$ cat src/rtl/hbus_seq_pkg.sv
package hbus_seq_pkg;
  typedef enum logic [2:0] {
    PH_IDLE = 3'd0,
    PH_ADDR = 3'd1,
    PH_DATA = 3'd2,
    PH_REL  = 3'd3,
    PH_ERR  = 3'd4
  } phase_t;

  localparam int NUM_CS   = 4;
  localparam int NUM_PINS = 5;
endpackage

$ cat src/rtl/hbus_cs_decode.sv
module hbus_cs_decode #(
  parameter int AW = 16
) (
  input  logic [2:0]    pin_role,
  input  logic          periph_en,
  input  logic          mem_en,
  input  logic          code_en,
  input  logic [AW-1:0] addr,
  output logic          dec_err,
  output logic          dec_ale,
  output logic [3:0]    dec_cs
);
  logic [1:0] region;
  logic [1:0] local_top;
  logic       region_on;
  logic [2:0] n_cs;
  logic [1:0] sel;

  assign region    = addr[AW-1:AW-2];
  assign local_top = addr[AW-3:AW-4];

  always_comb begin
    unique case (region)
      2'd0:    region_on = code_en;
      2'd1:    region_on = periph_en;
      2'd2:    region_on = mem_en;
      default: region_on = 1'b0;
    endcase
  end

  always_comb begin
    n_cs    = 3'd0;
    dec_ale = 1'b0;
    unique case (pin_role)
      3'd0: begin n_cs = 3'd0; dec_ale = 1'b1; end
      3'd1: begin n_cs = 3'd1; end
      3'd2: begin n_cs = 3'd2; end
      3'd3: begin n_cs = 3'd2; dec_ale = 1'b1; end
      3'd4: begin n_cs = 3'd1; dec_ale = 1'b1; end
      3'd5: begin n_cs = 3'd4; end
      3'd6: begin n_cs = 3'd4; dec_ale = 1'b1; end
      default: begin n_cs = 3'd0; end
    endcase
  end

  always_comb begin
    sel = 2'd0;
    if (n_cs == 3'd4) begin
      sel = local_top;
    end else if (n_cs == 3'd2) begin
      if (code_en && (periph_en || mem_en))
        sel = (region == 2'd0) ? 2'd0 : 2'd1;
      else if (!code_en && periph_en && mem_en)
        sel = (region == 2'd1) ? 2'd0 : 2'd1;
      else
        sel = {1'b0, local_top[1]};
    end
  end

  assign dec_err = (pin_role == 3'd7) || !region_on;

  for (genvar gi = 0; gi < 4; gi++) begin : g_cs
    assign dec_cs[gi] = (n_cs != 3'd0) && (sel == gi[1:0]);
  end
endmodule

$ cat src/rtl/hbus_phase_ctrl.sv
module hbus_phase_ctrl
  import hbus_seq_pkg::*;
#(
  parameter int WW = 4
) (
  input  logic          clk,
  input  logic          rst_n,
  input  logic          req_valid,
  input  logic          req_we,
  input  logic          dec_err,
  input  logic [WW-1:0] rd_wait,
  input  logic [WW-1:0] wr_wait,
  input  logic          rd_trim,
  input  logic          wr_trim,
  output phase_t        phase_q,
  output phase_t        phase_nxt,
  output logic          ready
);
  logic [WW-1:0] cnt_q;
  logic [WW-1:0] wait_sel;
  logic          trim_sel;
  logic [WW-1:0] cnt_init;

  assign wait_sel = req_we ? wr_wait : rd_wait;
  assign trim_sel = req_we ? wr_trim : rd_trim;
  assign cnt_init = (trim_sel && wait_sel != '0) ? wait_sel - 1'b1 : wait_sel;

  always_comb begin
    phase_nxt = phase_q;
    unique case (phase_q)
      PH_IDLE: if (req_valid) phase_nxt = dec_err ? PH_ERR : PH_ADDR;
      PH_ADDR: phase_nxt = PH_DATA;
      PH_DATA: if (cnt_q == '0) phase_nxt = PH_REL;
      PH_REL:  phase_nxt = PH_IDLE;
      PH_ERR:  phase_nxt = PH_IDLE;
      default: phase_nxt = PH_IDLE;
    endcase
  end

  always_ff @(posedge clk or negedge rst_n) begin
    if (!rst_n) begin
      phase_q <= PH_IDLE;
      cnt_q   <= '0;
    end else begin
      phase_q <= phase_nxt;
      if (phase_q == PH_IDLE && req_valid)
        cnt_q <= cnt_init;
      else if (phase_q == PH_DATA && cnt_q != '0)
        cnt_q <= cnt_q - 1'b1;
    end
  end

  assign ready = (phase_q == PH_DATA && cnt_q == '0) || (phase_q == PH_ERR);
endmodule

$ cat src/rtl/hbus_pin_map.sv
module hbus_pin_map
  import hbus_seq_pkg::*;
(
  input  logic                clk,
  input  logic                rst_n,
  input  logic [2:0]          pin_role,
  input  logic                ale_d,
  input  logic [NUM_CS-1:0]   csn_d,
  output logic [NUM_PINS-1:0] pins_q
);
  logic [NUM_PINS-1:0] pins_d;

  always_comb begin
    unique case (pin_role)
      3'd0:    pins_d = {1'b1, 1'b1, 1'b1, 1'b1, ale_d};
      3'd1:    pins_d = {1'b1, 1'b1, 1'b1, 1'b1, csn_d[0]};
      3'd2:    pins_d = {1'b1, 1'b1, 1'b1, csn_d[1], csn_d[0]};
      3'd3:    pins_d = {1'b1, 1'b1, csn_d[0], csn_d[1], ale_d};
      3'd4:    pins_d = {1'b1, 1'b1, 1'b1, csn_d[0], ale_d};
      3'd5:    pins_d = {csn_d[3], csn_d[2], 1'b1, csn_d[1], csn_d[0]};
      3'd6:    pins_d = {csn_d[3], csn_d[2], csn_d[0], csn_d[1], ale_d};
      default: pins_d = '1;
    endcase
  end

  always_ff @(posedge clk or negedge rst_n) begin
    if (!rst_n) pins_q <= '1;
    else        pins_q <= pins_d;
  end
endmodule

$ cat src/rtl/hbus_strobe_seq.sv
module hbus_strobe_seq
  import hbus_seq_pkg::*;
#(
  parameter int AW = 16,
  parameter int DW = 8,
  parameter int WW = 4
) (
  input  logic          clk,
  input  logic          rst_n,
  input  logic [2:0]    cfg_pin_role,
  input  logic          cfg_periph_en,
  input  logic          cfg_mem_en,
  input  logic          cfg_code_en,
  input  logic [WW-1:0] cfg_rd_wait,
  input  logic [WW-1:0] cfg_wr_wait,
  input  logic          cfg_rd_trim,
  input  logic          cfg_wr_trim,
  input  logic          req_valid,
  output logic          req_ready,
  input  logic          req_we,
  input  logic [AW-1:0] req_addr,
  input  logic [DW-1:0] req_wdata,
  output logic [DW-1:0] rsp_rdata,
  output logic          rsp_err,
  output logic [4:0]    bus_pins,
  output logic          bus_rd_n,
  output logic          bus_wr_n,
  output logic [AW-1:0] bus_addr,
  output logic [DW-1:0] bus_dout,
  output logic          bus_dout_en,
  input  logic [DW-1:0] bus_din
);
  phase_t            phase_q, phase_nxt;
  logic              dec_err, dec_ale;
  logic [NUM_CS-1:0] dec_cs;
  logic              acc_ale_q, acc_we_q;
  logic [NUM_CS-1:0] acc_cs_q;
  logic              ale_n, we_n;
  logic [NUM_CS-1:0] cs_n;
  logic              ale_d, rd_n_d, wr_n_d, den_d;
  logic [NUM_CS-1:0] csn_d;
  logic              ale_q;
  logic [NUM_CS-1:0] csn_q;
  logic              rd_n_q, wr_n_q, den_q;
  logic [AW-1:0]     addr_q;
  logic [DW-1:0]     dout_q;
  logic              take;
  logic              sel_on;

  hbus_cs_decode #(.AW(AW)) u_dec (
    .pin_role  (cfg_pin_role),
    .periph_en (cfg_periph_en),
    .mem_en    (cfg_mem_en),
    .code_en   (cfg_code_en),
    .addr      (req_addr),
    .dec_err   (dec_err),
    .dec_ale   (dec_ale),
    .dec_cs    (dec_cs)
  );

  hbus_phase_ctrl #(.WW(WW)) u_phase (
    .clk       (clk),
    .rst_n     (rst_n),
    .req_valid (req_valid),
    .req_we    (req_we),
    .dec_err   (dec_err),
    .rd_wait   (cfg_rd_wait),
    .wr_wait   (cfg_wr_wait),
    .rd_trim   (cfg_rd_trim),
    .wr_trim   (cfg_wr_trim),
    .phase_q   (phase_q),
    .phase_nxt (phase_nxt),
    .ready     (req_ready)
  );

  // Decoded values feed the first clock; the latched copy feeds the rest.
  assign take  = (phase_q == PH_IDLE) && req_valid && !dec_err;
  assign ale_n = (phase_q == PH_IDLE) ? dec_ale : acc_ale_q;
  assign cs_n  = (phase_q == PH_IDLE) ? dec_cs  : acc_cs_q;
  assign we_n  = (phase_q == PH_IDLE) ? req_we  : acc_we_q;

  assign sel_on = (phase_nxt == PH_ADDR) || (phase_nxt == PH_DATA);
  assign ale_d  = (phase_nxt == PH_ADDR) && ale_n;
  assign csn_d  = ~({NUM_CS{sel_on}} & cs_n);
  assign rd_n_d = !((phase_nxt == PH_DATA) && !we_n);
  assign wr_n_d = !((phase_nxt == PH_DATA) && we_n);
  assign den_d  = (phase_nxt == PH_DATA) && we_n;

  always_ff @(posedge clk or negedge rst_n) begin
    if (!rst_n) begin
      acc_ale_q <= 1'b0;
      acc_we_q  <= 1'b0;
      acc_cs_q  <= '0;
      addr_q    <= '0;
      dout_q    <= '0;
    end else if (take) begin
      acc_ale_q <= dec_ale;
      acc_we_q  <= req_we;
      acc_cs_q  <= dec_cs;
      addr_q    <= req_addr;
      dout_q    <= req_wdata;
    end
  end

  always_ff @(posedge clk or negedge rst_n) begin
    if (!rst_n) begin
      ale_q  <= 1'b0;
      csn_q  <= '1;
      rd_n_q <= 1'b1;
      wr_n_q <= 1'b1;
      den_q  <= 1'b0;
    end else begin
      ale_q  <= ale_d;
      csn_q  <= csn_d;
      rd_n_q <= rd_n_d;
      wr_n_q <= wr_n_d;
      den_q  <= den_d;
    end
  end

  hbus_pin_map u_pins (
    .clk      (clk),
    .rst_n    (rst_n),
    .pin_role (cfg_pin_role),
    .ale_d    (ale_d),
    .csn_d    (csn_d),
    .pins_q   (bus_pins)
  );

  assign bus_rd_n    = rd_n_q;
  assign bus_wr_n    = wr_n_q;
  assign bus_dout_en = den_q;
  assign bus_addr    = addr_q;
  assign bus_dout    = dout_q;
  assign rsp_rdata   = bus_din;
  assign rsp_err     = (phase_q == PH_ERR);
endmodule

$ cat config.mk
export PLATFORM = sky130hd
export DESIGN_NAME = hbus_strobe_seq
export DESIGN_NICKNAME = d
export VERILOG_FILES = /design/src/rtl/hbus_seq_pkg.sv /design/src/rtl/hbus_cs_decode.sv /design/src/rtl/hbus_phase_ctrl.sv /design/src/rtl/hbus_pin_map.sv /design/src/rtl/hbus_strobe_seq.sv
export SDC_FILE = /design/constraint.sdc
export NUM_CORES = 1
export LEC_CHECK = 0
export BUFFER_PORTS_ARGS = -buffer_cell sky130_fd_sc_hd__buf_2
export CORE_MARGIN = 5
export CORE_UTILIZATION = 48
export DETAILED_ROUTE_END_ITERATION = 7
export PLACE_DENSITY = 0.8
export SYNTH_ARGS = -nofsm -noshare
export SYNTH_HDL_FRONTEND = slang
export SYNTH_SLANG_ARGS = --single-unit
$ cat constraint.sdc
create_clock -name clk -period 2.26 [get_ports clk]
set_input_delay 0.113 -clock clk [delete_from_list [all_inputs] [get_ports clk]]
set_output_delay 0.113 -clock clk [all_outputs]
set_load 0.01 [all_outputs]
# Word level (Yosys, flattened, before mapping)
# Index checks and enable logic that the tools add are counted.
# word_totals
ff_bits	45
in_bits	52
out_inout_bits	42
wordCells	94
# classes
n_addsub	2
eq_ne	19
n_mux	22
bitwise	2
reduce_logical	38
# op_table
cell	n
$pmux W5 S7	1
$mux W4	5
$eq A3 B3 Y1 const B	6
$pmux W3 S3	2
$eq A3 B2 Y1 const B	5
$logic_and A1 B1 Y1	15
$eq A3 B1 Y1 const B	3
$mux W3	3
$mux W2	4
$reduce_bool A4 Y1	2
$sub A4 B1 Y4 const B	2
$eq A2 B2 Y1 const B	3
$logic_not A1 Y1	6
$logic_not A3 Y1	2
$mux W1	6
$reduce_or A2 Y1	3
$and A4 B4 Y4	1
$eq A2 B1 Y1 const B	2
$logic_not A2 Y1	2
$logic_not A4 Y1	1
$logic_or A1 B1 Y1	4
$not A4 Y4	1
$reduce_or A4 Y1	1
$pmux W1 S3	1
2 further kinds	2

# Longest topological paths before layout
# logic_depth
ltp_word	13
mapped_depth	8
depth_no_buf	8

# Hierarchy
# From an unflattened synthesis, not the netlist that was laid out.
# unflattened
hier_cells	205
hier_area_um2	2548.7
# by_module_without_submodules
module	n_inst	cells_per_inst	area_per_inst_um2	seq_area_each_um2
hbus_strobe_seq	1	95	1537.7	828.3
hbus_phase_ctrl	1	60	556.8	175.2
hbus_pin_map	1	21	252.7	131.4
hbus_cs_decode	1	29	201.4	0.0

# Least setup slack after synthesis
# OpenSTA, ideal clock, no wires.
# synth_path
path_type	register to register
startpoint	reg u_phase.phase_q[0]
endpoint	reg addr_q[0], in the netlist bus_addr[0]
setup_time_ps	125
t_arrival_ps	1821
required_ps	2135
slack_ps	314
path_stages_with_launch	7
path_buffers	2
synth_period_minus_slack_ps	1946
path_cell_list	dfrtp_1 buf_6 nor3_2 nand2_1 a311oi_4 buf_4 mux2_2
# synth_via
elab_chain_len	3
# synth_lines
element	line_no	text
start, declared	hbus_phase_ctrl.sv:15	output phase_t phase_q,
start signal, assigned	hbus_phase_ctrl.sv:45	phase_q <= phase_nxt;
$logic_not A3 Y1	hbus_strobe_seq.sv:77	assign take = (phase_q == PH_IDLE) && req_valid && !dec_err;
$logic_and A1 B1 Y1 (2 in series)	hbus_strobe_seq.sv:77	
end signal, assigned	hbus_strobe_seq.sv:100	addr_q <= req_addr;
end, declared	hbus_strobe_seq.sv:45	logic [AW-1:0] addr_q;
# Every way passes these cells.
# A chain may end at the register's enable or synchronous reset.

# Worst setup path in the final report
# layout_path
startpoint	reg u_phase.phase_q[0]
endpoint	reg addr_q[5], in the netlist bus_addr[5]
# The elaborated chain is that of the path after synthesis.

==> reports/results.tsv <==
metric	value	unit
Mapped Cells	211	
Hold Fails Final Rpt	0	
WL final	4.97	mm
global-route wire length before repair	8.29	mm
Max Cap Viol	0	
synthesis-stage register bit count	44	
hpwl dp	3.75	mm
Worst Hold Class	in2reg	
antenna violations before repair	0	
Placeable Area	4630	um2
nets	336	
kind of critical path	reg2reg	
Clock transition at path regs	0.08	ns
clock root buffer	clkbuf_8	
die height	78.6	um
Area growth, synth to finish	21.5	%
GRT Util Overall	17.2	%
Sum Neg Setup Slack	0	ns
Worst-Skew Late Latency	0.30	ns
flop2flop setup slack	0.17	ns
Starting DRT DRC Count	84	
via count	1758	
worst path arrival time	2.27	ns
Synth async-reset ratio	100	%
clk buf depth	2	
Die W	78.6	um
total gr overflow	0	
cell accounting for the most synthesized area	dfrtp_1	
die area	6170	um2
Post-Route Skew	0.00591	ns
mapped cell area	2260	um2
vias in the first global route	1722	
PortBufs	77	
CP required	2.44	ns
dpl ws	0.215	ns
CTS tree	built	
Netlist cell types	44	
Highest Clock Rate	478	MHz
RSZ-0062 raised after global routing	no	
LEAKAGE	1.29	nW
antenna diode count	0	
Mapped Nets	265	
drt first pass iters	4	
share of cells above drive strength 1	43.5	%
Synth top area share	41.0	%
Pwr per Cell Area	1130	nW/um2
H-tree Lvls	2	
Most used DFF post-synth	dfrtp_1	
critical-path maximum fanout	22	
min-delay src	req_addr[1]	
Final Non-Filler Cells	337	
vias per cell	5.22	
r2r endpoint	bus_addr[5]	
status	completed	
Least-Margin Pin Slew	0.944	ns
post-route antenna net violation count	0	
sequential area share after synthesis	49.2	%
max_slew headroom	37.1	%
Crit Reg-Reg Startpoint	u_phase.phase_q[0]	
Post-synth EDFFs	0	
CTS buffer count	5	
reg2reg path depth	5	
Initial Util	48.8	%
Worst Hold Endpoint	bus_addr[1]	
WL/cell	14.7	um
Slew Limit Fails	0	
drt drc	0	
GP Congestion	0.755	
Tmin final	2.09	ns
final worst setup slack	0.170	ns
row count	25	
Hold Path Stages	2	
pin count of the biggest net entering global routing	45	
multi-input combinational cell area	993	um2
yosys warns	0	
Final Setup Violations	0	
placed cells	328	
Syn Area/Cell	10.7	um2
Max VDD drop	0.472	mV
fill count	396	
crit start category	register	
crit end category	register	
period utilization	92.5	%
Register Area	1110	um2
top cells by area, synth	dfrtp_1, mux2_2, dfstp_2	
I/O pins	94	
clock sink count	44	
## power breakdown
group / switching, W / internal (W) / total, W
sequential: 0.000182 / 0.00113 / 0.00131
combinational: 0.000614 / 0.000572 / 0.00119
clock: 0.000261 / 0.000328 / 0.000589
## synthesized netlist by cell type (3+ instances only)
cell type	number
dfrtp_1	37
nand2_1	35
mux2_2	21
buf_4	11
nor2_1	10
o21ai_0	9
dfstp_2	7
inv_1	7
mux2i_1	7
xnor2_1	5
a21oi_1	4
nand2b_1	4
a31oi_1	3
buf_2	3
nand3_1	3
nand3b_1	3
nor3b_1	3
nor4_1	3
o31ai_1	3
xor2_1	3
## metrics by stage
stage / utilization (%) / hold WS [ns] / area, um2 / total power, W
after CTS: 59.2 / 0.0378 / 2740 / 0.00312
after global placement: 56.7 / 0.226 / 2630 / 0.00247
after detailed placement: 56.7 / 0.226 / 2630 / 0.00252
after floorplan: - / -0.183 / 2260 / 0.00207
final: 59.2 / 0.0379 / 2740 / 0.00309
after global routing: 59.2 / 0.0323 / 2740 / 0.00331
## critical path, cell delays in order (launching register included)
cell and delay [ns]:
dfrtp_1 0.47, nor3_2 0.31, nand2_1 0.16, a311oi_4 0.45, buf_12 0.22, mux2_2 0.35
## cell type report
type | count | share of cell area (%)
Clock buffer | 6 | 2.65
Clock inverter | 2 | 1.28
Inverter | 7 | 0.958
Multi-Input combinational cell | 142 | 36.2
Sequential cell | 44 | 40.5
Tap cell | 54 | 2.46
Timing Repair Buffer | 82 | 16.0
## cell families after synthesis
| logic type | count (synthesis) | synth area share [%] |
|---|---|---|
| simple gates | 71 | 15.1 |
| flops | 44 | 49.2 |
| compound gates | 31 | 10.1 |
| mux | 28 | 13.6 |
| buf+inv | 25 | 6.82 |
| xor+xnor | 8 | 3.10 |
| fa+ha+maj | 4 | 2.11 |
## registers in the layout (all words and copies together), names as in the netlist, 3 cells and up
| signal | flops |
|---|---|
| bus_addr | 16 |
| bus_dout | 8 |
| u_pins.pins_q | 5 |
| acc_cs_q | 4 |
| u_phase.cnt_q | 4 |
| u_phase.phase_q | 3 |
## worst max-delay path by stage
stage               cells after the start               end                from
finish                                  5       bus_addr[5]  u_phase.phase_q[0]
global route                            8  u_pins.pins_q[0]    u_phase.cnt_q[0]
CTS                                     5       bus_addr[3]  u_phase.phase_q[0]
detailed placement                      5       bus_addr[3]  u_phase.phase_q[0]
global placement                        5       bus_addr[5]  u_phase.phase_q[0]
floorplan                               6       bus_addr[0]  u_phase.phase_q[0]
## routing by layer
layer / global-route usage (%) / wire [um] / up-vias / part of all wire (%)
met5: 0 / 0 / - / 0
met1: 21.2 / 1990 / 836 / 40
met3: 4.13 / 251 / 11 / 5.1
li1: - / - / 861 / -
met4: 6.82 / 105 / 0 / 2.1
met2: 28.8 / 2620 / 50 / 53
## placed cells by master, fill, tap and decap left out, types with 4 or more instances in the layout
cell type,n
nand2_1,35
a21oi_1,4
clkbuf_8,5
buf_2,77
nor2_1,10
o21ai_0,9
inv_1,7
xnor2_1,5
dfrtp_1,37
dfstp_2,7
mux2i_1,7
mux2_2,21
nand2b_1,4
## what timing repair did
item                      4_1_cts  5_1_grt
hold endpoints to repair       27        0
buffers inserted                0        0
hold buffers                    1        0
gates resized for setup         0        0
No activity file was read; power rests on OpenSTA's default activity.
